## config.mk

```make
export PLATFORM = sky130hd
export DESIGN_NAME = pwmtb_timebase
export DESIGN_NICKNAME = d
export VERILOG_FILES = /design/src/rtl/pwmtb_pkg.sv /design/src/rtl/pwmtb_period_reg.sv /design/src/rtl/pwmtb_next_state.sv /design/src/rtl/pwmtb_event_reg.sv /design/src/rtl/pwmtb_timebase.sv
export SDC_FILE = /design/constraint.sdc
export NUM_CORES = 1
export LEC_CHECK = 0
export BUFFER_PORTS_ARGS = -buffer_cell sky130_fd_sc_hd__buf_2
export CORE_ASPECT_RATIO = 0.8
export CORE_UTILIZATION = 45
export DETAILED_ROUTE_END_ITERATION = 8
export GPL_TIMING_DRIVEN = 0
export HOLD_SLACK_MARGIN = 0.05
export PLACE_DENSITY = 0.75
export SYNTH_ARGS = -nofsm -noshare
export SYNTH_HDL_FRONTEND = slang
export SYNTH_SLANG_ARGS = --single-unit
```

## constraint.sdc

```tcl
create_clock -name clk -period 5.3 [get_ports clk]
set_input_delay 0 -clock clk [delete_from_list [all_inputs] [get_ports clk]]
set_output_delay 0 -clock clk [all_outputs]
set_load 0.03 [all_outputs]
```

## src/rtl/pwmtb_pkg.sv

```systemverilog
package pwmtb_pkg;
  typedef enum logic {
    MODE_DOWN = 1'b0,
    MODE_TRI  = 1'b1
  } cnt_mode_e;
endpackage

```

## src/rtl/pwmtb_period_reg.sv

```systemverilog
module pwmtb_period_reg #(
  parameter int CNT_W = 16
) (
  input  logic             clk,
  input  logic             rst,
  input  logic             wrap,
  input  logic [CNT_W-1:0] load_val,
  output logic [CNT_W-1:0] period
);
  // Active period: captured at reset and at every wrap through zero only.
  always_ff @(posedge clk) begin
    if (rst || wrap) begin
      period <= load_val;
    end
  end
endmodule

```

## src/rtl/pwmtb_next_state.sv

```systemverilog
module pwmtb_next_state
  import pwmtb_pkg::*;
#(
  parameter int CNT_W = 16
) (
  input  cnt_mode_e        mode,
  input  logic [CNT_W-1:0] cnt,
  input  logic             dir,
  input  logic [CNT_W-1:0] eff_period,
  output logic [CNT_W-1:0] nxt_cnt,
  output logic             nxt_dir
);
  localparam logic [CNT_W-1:0] ZERO = '0;
  localparam logic [CNT_W-1:0] ONE  = {{(CNT_W-1){1'b0}}, 1'b1};

  logic at_zero;
  assign at_zero = (cnt == ZERO);

  always_comb begin
    nxt_cnt = cnt;
    nxt_dir = 1'b0;
    if (mode == MODE_DOWN) begin
      nxt_cnt = at_zero ? eff_period : cnt - ONE;
      nxt_dir = 1'b0;
    end else begin
      if (at_zero) begin
        if (eff_period == ZERO) begin
          nxt_cnt = ZERO;
          nxt_dir = 1'b1;
        end else begin
          nxt_cnt = ONE;
          nxt_dir = (eff_period != ONE);
        end
      end else if (dir && (cnt < eff_period)) begin
        nxt_cnt = cnt + ONE;
        nxt_dir = ((cnt + ONE) != eff_period);
      end else begin
        nxt_cnt = cnt - ONE;
        nxt_dir = (cnt == ONE);
      end
    end
  end
endmodule

```

## src/rtl/pwmtb_event_reg.sv

```systemverilog
module pwmtb_event_reg
  import pwmtb_pkg::*;
#(
  parameter int CNT_W = 16
) (
  input  logic             clk,
  input  logic             rst,
  input  logic             en,
  input  cnt_mode_e        mode,
  input  logic [CNT_W-1:0] load_val,
  input  logic [CNT_W-1:0] nxt_cnt,
  input  logic             nxt_dir,
  input  logic [CNT_W-1:0] eff_period,
  output logic [CNT_W-1:0] cnt_q,
  output logic             dir_q,
  output logic             zero_q,
  output logic             top_q
);
  always_ff @(posedge clk) begin
    if (rst) begin
      cnt_q  <= (mode == MODE_TRI) ? '0 : load_val;
      dir_q  <= (mode == MODE_TRI);
      zero_q <= 1'b0;
      top_q  <= 1'b0;
    end else if (en) begin
      cnt_q  <= nxt_cnt;
      dir_q  <= nxt_dir;
      zero_q <= (nxt_cnt == '0);
      top_q  <= (nxt_cnt == eff_period);
    end else begin
      zero_q <= 1'b0;
      top_q  <= 1'b0;
      if (mode == MODE_DOWN) begin
        dir_q <= 1'b0;
      end
    end
  end
endmodule

```

## src/rtl/pwmtb_timebase.sv

```systemverilog
module pwmtb_timebase
  import pwmtb_pkg::*;
#(
  parameter int CNT_W = 16
) (
  input  logic             clk,
  input  logic             rst,
  input  logic             en,
  input  logic             mode_sel,
  input  logic [CNT_W-1:0] load_val,
  output logic [CNT_W-1:0] count,
  output logic             dir,
  output logic             zero_evt,
  output logic             top_evt
);
  cnt_mode_e        mode;
  logic [CNT_W-1:0] period;
  logic [CNT_W-1:0] eff_period;
  logic [CNT_W-1:0] nxt_cnt;
  logic             nxt_dir;
  logic             wrap;

  assign mode       = cnt_mode_e'(mode_sel);
  assign wrap       = en && (count == '0);
  assign eff_period = wrap ? load_val : period;

  pwmtb_period_reg #(.CNT_W(CNT_W)) u_period (
    .clk      (clk),
    .rst      (rst),
    .wrap     (wrap),
    .load_val (load_val),
    .period   (period)
  );

  pwmtb_next_state #(.CNT_W(CNT_W)) u_next (
    .mode       (mode),
    .cnt        (count),
    .dir        (dir),
    .eff_period (eff_period),
    .nxt_cnt    (nxt_cnt),
    .nxt_dir    (nxt_dir)
  );

  pwmtb_event_reg #(.CNT_W(CNT_W)) u_evt (
    .clk        (clk),
    .rst        (rst),
    .en         (en),
    .mode       (mode),
    .load_val   (load_val),
    .nxt_cnt    (nxt_cnt),
    .nxt_dir    (nxt_dir),
    .eff_period (eff_period),
    .cnt_q      (count),
    .dir_q      (dir),
    .zero_q     (zero_evt),
    .top_q      (top_evt)
  );
endmodule

```

==> qor.yml, run 1 <==
status:
  status: "complete, but fails checks"
  violations: "negative setup slack"
critical_path:
  crit_family: "simple AND/OR/NAND/NOR gates"
  crit_fanout: 10
  cp-end-kind: "flop"
  path_cells: "buf_6, or4_4, buf_6, or4_4, buf_8, mux2_4, inv_1, ha_1, nor2b_4, o21ai_2, buf_4, a311oi_4, a21o_2, buf_8, mux2_4, a22oi_1, nor4b_2, nand4_1, nor4_2"
  slowest_delay_ns: 0.54
  r2r_cells: 19
  critical-path-slowest-cell: "or4_4"
  crit_type: "reg2reg"
  r2r-end: "u_evt.top_q"
  arrival_ns: 5.49
  reg2reg_from: "u_evt.cnt_q[7]"
  cp-start-kind: "flop"
  cp_num_buf_inv: 6
  cp.depth: 19
  reg2reg_slack_ns: -0.01
  cp.required_ns: 5.48
cts:
  insertion_delay_ns: 0.28
  cts-buffers-inserted: 5
  clock_path_buffers: 2
  cts_tree: "done"
  cts-root-buf: "clkbuf_16"
  htree_levels: 2
  cts.clk_slew.worst_paths_ns: 0.06
  cts.sinks: 35
yosys:
  ys.flop_type: "edfxtp_1"
  synth.avg_cell_area_sq_um: 8.54
  yosysWarnings: 0
  synth.net_count: 516
  netlist_area_sq_um: 4080
  netlist_instances: 478
  synth_edf_count: 33
  async_flop_share_pct: 0
  ys_seq_area_share_pct: 25.3
  synth_cell_type_count: 71
  synth.ff_latch_count: 35
detailed_routing:
  vias: 4810
  met2_length_mm: 7.15
  wl_per_cell_microns: 24.9
  drt_iter0_markers: 777
  highest_layer: "met4"
  dr_wl_met3_mm: 2.23
  wl_met1_mm: 7.01
  vias_per_cell: 6.99
  drcViolationCount: 0
  firstDrtPassIters: 6
  routed_wl_mm: 17.1
  drtAntennaViolNets: 0
worst_hold_path:
  hold_start: "rst"
  holdPathStages: 3
  holdPathEnd: "u_evt.cnt_q[14]"
  min_path_type: "in2reg"
global_routing:
  antenna_found_initial: 0
  grt_pass1_wl_mm: 24.5
  gr-usage-all-layers_pct: 35.4
  grt_max_degree: 18
  grt_pass1_vias: 4185
  gr-total-overflow: 0
placement:
  postPlaceCellArea_sq_um: 4400
  post-place-ws_ns: -1.17
  place_hpwl_mm: 12.2
  gp_congestion: 1.00
  dp.cells: 626
  io_buffers: 36
sta:
  whs_ns: 0.282
  relSlewSlack_pct: 34.7
  worstMarginPinSlew_ns: 0.971
  min_period_over_period_pct: 100
  slew_viol_final: 0
  max_freq_mhz: 188
  fin_ws_ns: -0.0102
  fin_crit_ns: 5.31
  setup_violations: 1
  clock_skew_ns: 0.00383
  hold_violations: 0
floorplan:
  ios: 39
  die-area_sq_um: 9460
  fp-row-count: 30
  dieWidth_microns: 108
  start_util_pct: 47.3
  core_area_sq_um: 8630
  die_h_microns: 87.2
layout:
  n_fill_cell: 725
  nNetsFinal: 611
  layout-drive-gt1-share_pct: 26.3
  instances_no_fill: 688
  fin_area_sq_um: 5360
  syn_to_final_growth_pct: 31.2
power:
  powerDensity_nw_per_um2: 265
  ir_drop_uv: 170
  power.leakage_uw: 0.00195
  finalPower_uw: 1420
run:
  cap_violations: 0
how the worst max path moves through the flow:
stage,from,end
2_1_floorplan,u_evt.cnt_q[0],u_evt.dir_q
3_3_place_gp,u_evt.cnt_q[0],u_evt.dir_q
3_5_place_dp,u_evt.cnt_q[0],u_evt.dir_q
4_1_cts,u_evt.cnt_q[7],u_evt.top_q
5_1_grt,u_evt.cnt_q[10],u_evt.top_q
6_report,u_evt.cnt_q[7],u_evt.top_q
Yosys cell counts (4+ instances only):
library cell / instances / share of area (%)
nor3b_1: 4 / 0.74
o22ai_1: 20 / 3.1
nand3_1: 15 / 1.8
xor2_1: 20 / 4.3
o211ai_1: 8 / 1.5
nor4_1: 21 / 3.2
nand3b_1: 4 / 0.74
o311ai_0: 4 / 0.86
o21bai_1: 4 / 0.74
and2_1: 5 / 0.77
xnor2_1: 22 / 4.7
a21oi_1: 21 / 2.6
mux2i_1: 19 / 4.7
nor2_1: 31 / 2.9
ha_1: 18 / 5.5
inv_1: 14 / 1.3
clkbuf_1: 23 / 2.1
o21ai_0: 10 / 1.2
or3_1: 6 / 0.92
edfxtp_1: 33 / 24
buf_2: 7 / 0.86
nor3_1: 17 / 2.1
nand2b_1: 5 / 0.77
a31oi_1: 5 / 0.77
nand4_1: 16 / 2.5
buf_6: 10 / 2.8
nand2_1: 33 / 3.0
a211oi_1: 9 / 1.7
a221oi_1: 4 / 0.86
layer usage:
| metal | vias to the layer above | global-route usage (%) |
|---|---|---|
| met5 | - | 0 |
| met4 | 0 | 10.2 |
| met3 | 78 | 9.57 |
| met2 | 420 | 52.2 |
| met1 | 2257 | 50.4 |
| li1 | 2055 | - |
area by class of cell:
type	instances	area, sq um	share of cell area [%]
tap	112	140	2.62
clock inverter	1	5.00	0.0935
buffer	39	263	4.91
multi-input combinational	389	3100	57.8
inverter	14	52.6	0.981
clock buffer	7	133	2.48
antenna	2	5.00	0.0935
sequential	35	1030	19.3
timing repair buffer	89	631	11.8
power by group:
group | internal (uW) | switching [uW]
clock | 174 | 111
sequential | 341 | 41.0
combinational | 286 | 464
metrics by stage:
stage / setup TNS [ns] / utilization, %
after CTS: 0 / 58.2
after detailed placement: -12.35 / 51.0
after floorplan: 0 / -
after global placement: -10.24 / 51.0
after global routing: -0.156 / 62.0
final: -0.0102 / 62.0
cells in the final DEF (no fill, tap or decap), types with 3 or more instances in the layout:
cell	instances
a21o_1	3
nand3b_1	4
clkbuf_16	5
o311ai_1	3
nor2_1	31
a21oi_1	21
and2_1	5
buf_8	3
mux2_4	3
nand2b_1	5
nor3b_1	3
nand3_1	14
buf_6	7
buf_2	40
o21bai_1	4
a21boi_0	3
mux2i_4	13
nor3_1	17
nand2_1	33
a211oi_1	7
or2_2	3
or4_4	3
mux2i_1	7
or3_1	5
o22ai_1	19
o31a_1	3
ha_1	16
o21ai_0	9
nor4_1	19
nand4_1	16
o22a_1	3
dlygate4sd3_1	16
xor2_1	20
clkbuf_1	23
buf_4	37
a31oi_1	4
o211ai_1	8
xnor2_1	22
edfxtp_1	33
inv_1	14
what timing repair did:
action | 4_1_cts | 5_1_grt
pin swaps | 3 | 14
buffers inserted | 13 | 24
hold buffers | 16 | 0
resized for setup | 37 | 34
endpoints found under the setup margin | 18 | 4
endpoints found under the hold margin | 16 | 0
tightest hold or removal path, stage by stage:
cell and delay (ns):
clkbuf_1 0.20, nand2_1 0.13, o22ai_1 0.07
logic make-up (layout without fill, tap and decap cells):
family / after synthesis / in the layout / share of synthesized area [%]
xor gates and xnor gates: 42 / 42 / 9.01
muxes: 25 / 25 / 6.77
DFF: 35 / 35 / 25.3
buffers and inverters: 54 / 150 / 7.02
AOI/OAI and AO/OA: 124 / 124 / 21.9
other: 0 / 2 / 0
and+or+nand+nor: 180 / 180 / 24.6
adders and majority gates: 18 / 18 / 5.52
state kept, by name (all words and copies together) (netlist names):
name             cells
u_period.period     16
u_evt.top_q          1
u_evt.dir_q          1
u_evt.cnt_q         16
u_evt.zero_q         1
(Power assumes the default switching activity.)
==> inputs of run 2 (changes only) <==
clock period = 6.5 ns   (was 5.3 ns; I/O delays follow)
==> run 2 against run 1 <==
  * The run now ends clean
  * Flip-flop and latch count did not move
  * Non-clock buffer count down 36
  * Final cell count down 5.4%
  * Routed wire length is 6.8% lower
  * Critical endpoint is now u_evt.dir_q
  * Global-route usage fell by 0.97 points
  * Die area did not move
  * Clock power fell by 19%
  * Largest power group unchanged
  * First-iteration DRC count fell by 3.0%
  * Sequential power is 19% lower
==> qor.yml, run 2 (synthesis results as in run 1) <==
detailed_routing:
  drtAntennaViolNets: 0  # unchanged
  vias_per_cell: 6.96  # -0.38%
  vias: 4534  # -5.7%
  drt_iter0_markers: 754  # -3.0%
  firstDrtPassIters: 5  # -1
  routed_wl_mm: 15.9  # -6.8%
  drcViolationCount: 0  # unchanged
  wl_per_cell_microns: 24.5  # -1.6%
placement:
  postPlaceCellArea_sq_um: 4400  # unchanged
  place_hpwl_mm: 12.2  # unchanged
  io_buffers: 36  # unchanged
  gp_congestion: 1.00  # unchanged
worst_hold_path:
  min_path_type: "in2reg"
  holdPathStages: 3  # unchanged
  hold_start: "rst"
  holdPathEnd: "u_evt.cnt_q[14]"
critical_path:
  cp-end-kind: "flop"
  crit_fanout: 10  # unchanged
  r2r_cells: 19  # unchanged
  r2r-end: "u_evt.dir_q"
  reg2reg_slack_ns: 0.20  # +0.21 ns
  crit_type: "reg2reg"
  cp.required_ns: 6.52  # +1.04 ns
  cp-start-kind: "flop"
  arrival_ns: 6.32  # +0.83 ns
  reg2reg_from: "u_evt.cnt_q[0]"
sta:
  slew_viol_final: 0  # unchanged
  setup_tns_ns: 0  # +0.0102 ns
  hold_violations: 0  # unchanged
  worstMarginPinSlew_ns: 0.998  # +0.0268 ns
  max_freq_mhz: 159  # -16%
  setup_violations: 0  # -1
  min_period_over_period_pct: 97.0  # -3.2 points
  relSlewSlack_pct: 32.6  # -2.0 points
  fin_crit_ns: 6.30  # +0.994 ns
  clock_skew_ns: 0.00302  # -0.000804 ns
  rsz0062_at_grt: "false"
layout:
  n_fill_cell: 787  # +8.6%
  layout-drive-gt1-share_pct: 16.4  # -9.9 points
  top_regs: "u_evt.cnt_q (16), u_period.period (16)"
  nNetsFinal: 575  # -5.9%
  syn_to_final_growth_pct: 16.2
  final_cell_mix: "buf_2 (43), nand2_1 (33), edfxtp_1 (33)"
  final_common_cell: "buf_2"
  fin_area_sq_um: 4740  # -11%
cts:
  cts.clk_slew.worst_paths_ns: 0.06  # about the same
  htree_levels: 2  # unchanged
  cts-root-buf: "clkbuf_16"
  cts_tree: "done"
  clock_path_buffers: 2  # unchanged
  insertion_delay_ns: 0.28  # about the same
  cts-buffers-inserted: 5  # unchanged
  cts.sinks: 35  # unchanged
  post_cts_buffers: 0  # -13
floorplan:
  start_util_pct: 47.3  # unchanged
  ios: 39  # unchanged
  die_h_microns: 87.2  # unchanged
  dieWidth_microns: 108  # unchanged
  fp-row-count: 30  # unchanged
  die-area_sq_um: 9460  # unchanged
  core_area_sq_um: 8630  # unchanged
global_routing:
  grt_pass1_vias: 4066  # -2.8%
  grt_max_degree: 18  # unchanged
  gr-usage-all-layers_pct: 34.5  # -0.97 points
  antenna_found_initial: 1  # +1
  grt_pass1_wl_mm: 23.9  # -2.7%
  gr-total-overflow: 0  # unchanged
power:
  powerDensity_nw_per_um2: 224  # -15%
  power.leakage_uw: 0.00170  # -13%
  ir_drop_uv: 136  # -20%
status:
  status: "completed"
run:
  cap_violations: 0  # unchanged
==> run 2: changes by cell type in the layout (fill, tap and decap cells not counted), moves of 3 or more <==
cell and change:
buf_2 +3, buf_4 -37, buf_6 +3, buf_8 -3, mux2i_1 +7, mux2i_2 +4
mux2i_4 -11, o311ai_0 +3
==> run 2: layout make-up <==
class                   instances  area (sq um)  share of cell area (%)
repair buffers                 52           340                    7.18
diodes                          1          2.50                  0.0528
plain buffers                  40           234                    4.94
flip-flops and latches         35          1030                    21.7
inverters                      14          52.6                    1.11
clock inverters                 1          5.00                   0.106
multi-input cells             389          2800                    59.1
clock buffers                   7           133                    2.80
well taps                     112           140                    2.96
==> run 2: stage by stage <==
step           setup WS [ns]  std cells  total power, uW  hold WS (ns)  utilization (%)
2_1_floorplan           1.42        478              648        0.0989                -
3_3_place_gp          0.0391        626              790         0.218             51.0
3_5_place_dp          0.0270        626              798         0.226             51.0
4_1_cts              0.00943        650             1030         0.247             54.4
5_1_grt               0.0220        650             1100         0.285             54.9
6_report               0.196        651             1060         0.267             54.9
==> run 2: routing by layer <==
layer | track usage, % | share of wire [%]
met3 | 9.87 | 14
met1 | 49.2 | 42
met2 | 49.7 | 41
met4 | 10.8 | 3.5
met5 | 0 | 0
==> run 2: what timing repair did <==
action / in CTS / in global routing
hold endpoints to repair: 16 / 0
gates resized for setup: 0 / 8
hold buffers: 16 / 0
setup endpoints to repair: 0 / 6
==> run 2: worst max path at each step <==
stage | slack [ns] | endpoint | start | cells past startpoint
5_1_grt | 0.02 | u_evt.zero_q | u_evt.cnt_q[0] | 18
6_report | 0.20 | u_evt.dir_q | u_evt.cnt_q[0] | 19
3_3_place_gp | 0.04 | u_evt.dir_q | u_evt.cnt_q[0] | 19
3_5_place_dp | 0.03 | u_evt.dir_q | u_evt.cnt_q[0] | 19
2_1_floorplan | 1.42 | u_evt.dir_q | u_evt.cnt_q[0] | 20
4_1_cts | 0.009 | u_evt.dir_q | u_evt.cnt_q[0] | 19
==> run 2: report_power, final <==
part,switching (uW),internal (uW)
logic,337,184
registers,33.2,278
clock network,90.3,142
==> run 2: worst max-delay path: stages (launching register included) <==
cell      delay, ns
edfxtp_1       0.43
clkbuf_1       0.26
inv_1          0.14
ha_1           0.22
or4bb_1        0.59
nor4_4         0.40
buf_6          0.28
mux2i_2        0.50
ha_1           0.34
and4_1         0.21
a221oi_2       0.41
o211ai_1       0.37
a21o_2         0.31
buf_6          0.16
buf_6          0.15
nor4_1         0.44
nand3_1        0.21
nor3_1         0.16
a21oi_1        0.12
o31a_1         0.31
==> inputs of run 3 (changes only) <==
PLACE_DENSITY = not set   (was 0.75)
PLACE_DENSITY_LB_ADDON = 0.1   (was not set)
==> run 3 against run 2 <==
  * Flip-flop and latch count did not move
  * Via count fell by 2.2%
  * Sequential share of layout area fell by 0.15 points
  * Die area did not move
  * Largest cell class unchanged
  * Highest routed layer unchanged
==> qor.yml, run 3 (synthesis results as in run 1) <==
placement:
  place_hpwl_mm: 12.2  # about the same
  io_buffers: 36  # unchanged
  post-place-ws_ns: -0.0107  # -0.0377 ns
  gp_congestion: 0.962  # -4.1%
  postPlaceCellArea_sq_um: 4400  # unchanged
layout:
  syn_to_final_growth_pct: 17.0
  diodes: 0  # -1
  layout-drive-gt1-share_pct: 16.6  # +0.28 points
  nNetsFinal: 578  # +0.52%
  final_common_cell: "buf_2"
  top_regs: "u_evt.cnt_q (16), u_period.period (16)"
  final_cell_mix: "buf_2 (43), nand2_1 (33), edfxtp_1 (33)"
  fin_area_sq_um: 4770  # +0.69%
power:
  powerDensity_nw_per_um2: 222  # -1.2%
  ir_drop_uv: 135  # -1.1%
  power.leakage_uw: 0.00171  # +0.76%
detailed_routing:
  met2_length_mm: 6.64  # +2.0%
  highest_layer: "met4"
  vias: 4436  # -2.2%
  firstDrtPassIters: 5  # unchanged
  drtAntennaViolNets: 0  # unchanged
  dr_wl_met3_mm: 1.89  # -15%
  wl_met1_mm: 6.83  # +2.6%
  drcViolationCount: 0  # unchanged
  wl_per_cell_microns: 24.0  # -1.9%
  drt_iter0_markers: 645  # -14%
  vias_per_cell: 6.79  # -2.5%
  routed_wl_mm: 15.7  # -1.6%
sta:
  fin_crit_ns: 6.23  # -0.0790 ns
  max_freq_mhz: 161  # +1.3%
  whs_ns: 0.276  # +0.00874 ns
  clock_skew_ns: 0.00431  # +0.00129 ns
  slew_viol_final: 0  # unchanged
  relSlewSlack_pct: 31.5  # -1.2 points
  setup_violations: 0  # unchanged
  min_period_over_period_pct: 95.8  # -1.2 points
  rsz0062_at_grt: "false"
  fin_ws_ns: 0.275  # +0.0790 ns
  hold_violations: 0  # unchanged
  worstMarginPinSlew_ns: 1.02  # +0.0219 ns
critical_path:
  crit_type: "reg2reg"
  arrival_ns: 6.39  # +0.07 ns
  cp.required_ns: 6.66  # +0.14 ns
  cp-start-kind: "flop"
  crit_fanout: 10  # unchanged
  cp-end-kind: "flop"
floorplan:
  fp-row-count: 30  # unchanged
  ios: 39  # unchanged
  start_util_pct: 47.3  # unchanged
  core_area_sq_um: 8630  # unchanged
  die_h_microns: 87.2  # unchanged
  die-area_sq_um: 9460  # unchanged
  dieWidth_microns: 108  # unchanged
cts:
  htree_levels: 2  # unchanged
  cts.clk_slew.worst_paths_ns: 0.06  # about the same
  clock_path_buffers: 2  # unchanged
  cts.sinks: 35  # unchanged
  cts-root-buf: "clkbuf_16"
  cts_tree: "done"
  insertion_delay_ns: 0.28  # about the same
  cts-buffers-inserted: 5  # unchanged
global_routing:
  grt_pass1_vias: 3966  # -2.5%
  grt_pass1_wl_mm: 23.5  # -1.4%
  grt_max_degree: 18  # unchanged
  gr-usage-all-layers_pct: 34.0  # -0.50 points
  antenna_found_initial: 0  # -1
  gr-total-overflow: 0  # unchanged
worst_hold_path:
  min_path_type: "in2reg"
status:
  status: "completed"
run:
  cap_violations: 0  # unchanged
==> run 3: cell count changes in the layout (fill, tap and decap cells not counted) <==
cell / change
a211oi_1: +1
a211oi_2: -1
buf_4: +3
diode_2: -1
mux2i_2: -2
mux2i_4: +2
==> run 3: what timing repair did <==
| action | in CTS | in global routing |
|---|---|---|
| setup endpoints to repair | 1 | 3 |
| endpoints found under the hold margin | 16 | 0 |
| setup buffers | 0 | 3 |
| hold buffers | 16 | 0 |
| gates resized for setup | 1 | 8 |
| pin swaps | 0 | 2 |
==> run 3: power by group <==
group | internal (uW) | switching [uW] | total (uW)
combinational | 185 | 334 | 519
sequential | 278 | 32.9 | 311
clock | 142 | 87.0 | 229
==> run 3: stage by stage <==
step	utilization (%)	cells	TNS, ns	power (uW)
final	55.3	653	0	1060
after global routing	55.3	653	0	1100
after CTS	54.5	650	0	1030
after detailed placement	51.0	626	-0.0107	797
after global placement	51.0	626	0	791
after floorplan	-	478	0	648
==> run 3: worst paths after layout <==
check | startpoint | end | slack, ns | cells past startpoint
hold / removal | rst | u_evt.cnt_q[14] | 0.28 | 3
hold reg to reg | u_period.period[5] | u_evt.top_q | 0.88 | 3
setup reg to reg | u_evt.cnt_q[0] | u_evt.top_q | 0.27 | 18
setup / recovery | u_evt.cnt_q[0] | u_evt.top_q | 0.27 | 18
==> run 3: area by class of cell <==
type / instances / area, sq um
multi-input combinational: 389 / 2820
inverter: 14 / 52.6
clock buffer: 7 / 133
timing repair buffer: 55 / 363
sequential: 35 / 1030
tap: 112 / 140
clock inverter: 1 / 5.00
buffer: 40 / 234
fill: 808 / 3860
==> run 3: worst max-delay path, stage by stage (launching register included) <==
cell and delay (ns):
edfxtp_1 0.46, clkbuf_1 0.27, inv_1 0.13, ha_1 0.25, or4bb_1 0.59, nor4_4 0.45, buf_6 0.27, mux2i_2 0.51
ha_1 0.21, nand4_1 0.15, or3_1 0.47, a311oi_2 0.46, a21o_2 0.24, buf_6 0.16, mux2_4 0.33, a22oi_1 0.22
nor4b_1 0.31, nand4_1 0.19, nor4_1 0.38
==> run 3: metal layers <==
metal / up-vias / global-route usage, %
li1: 1982 / -
met5: - / 0
met1: 2125 / 50.6
met2: 302 / 49.8
met4: 0 / 7.99
met3: 27 / 6.88
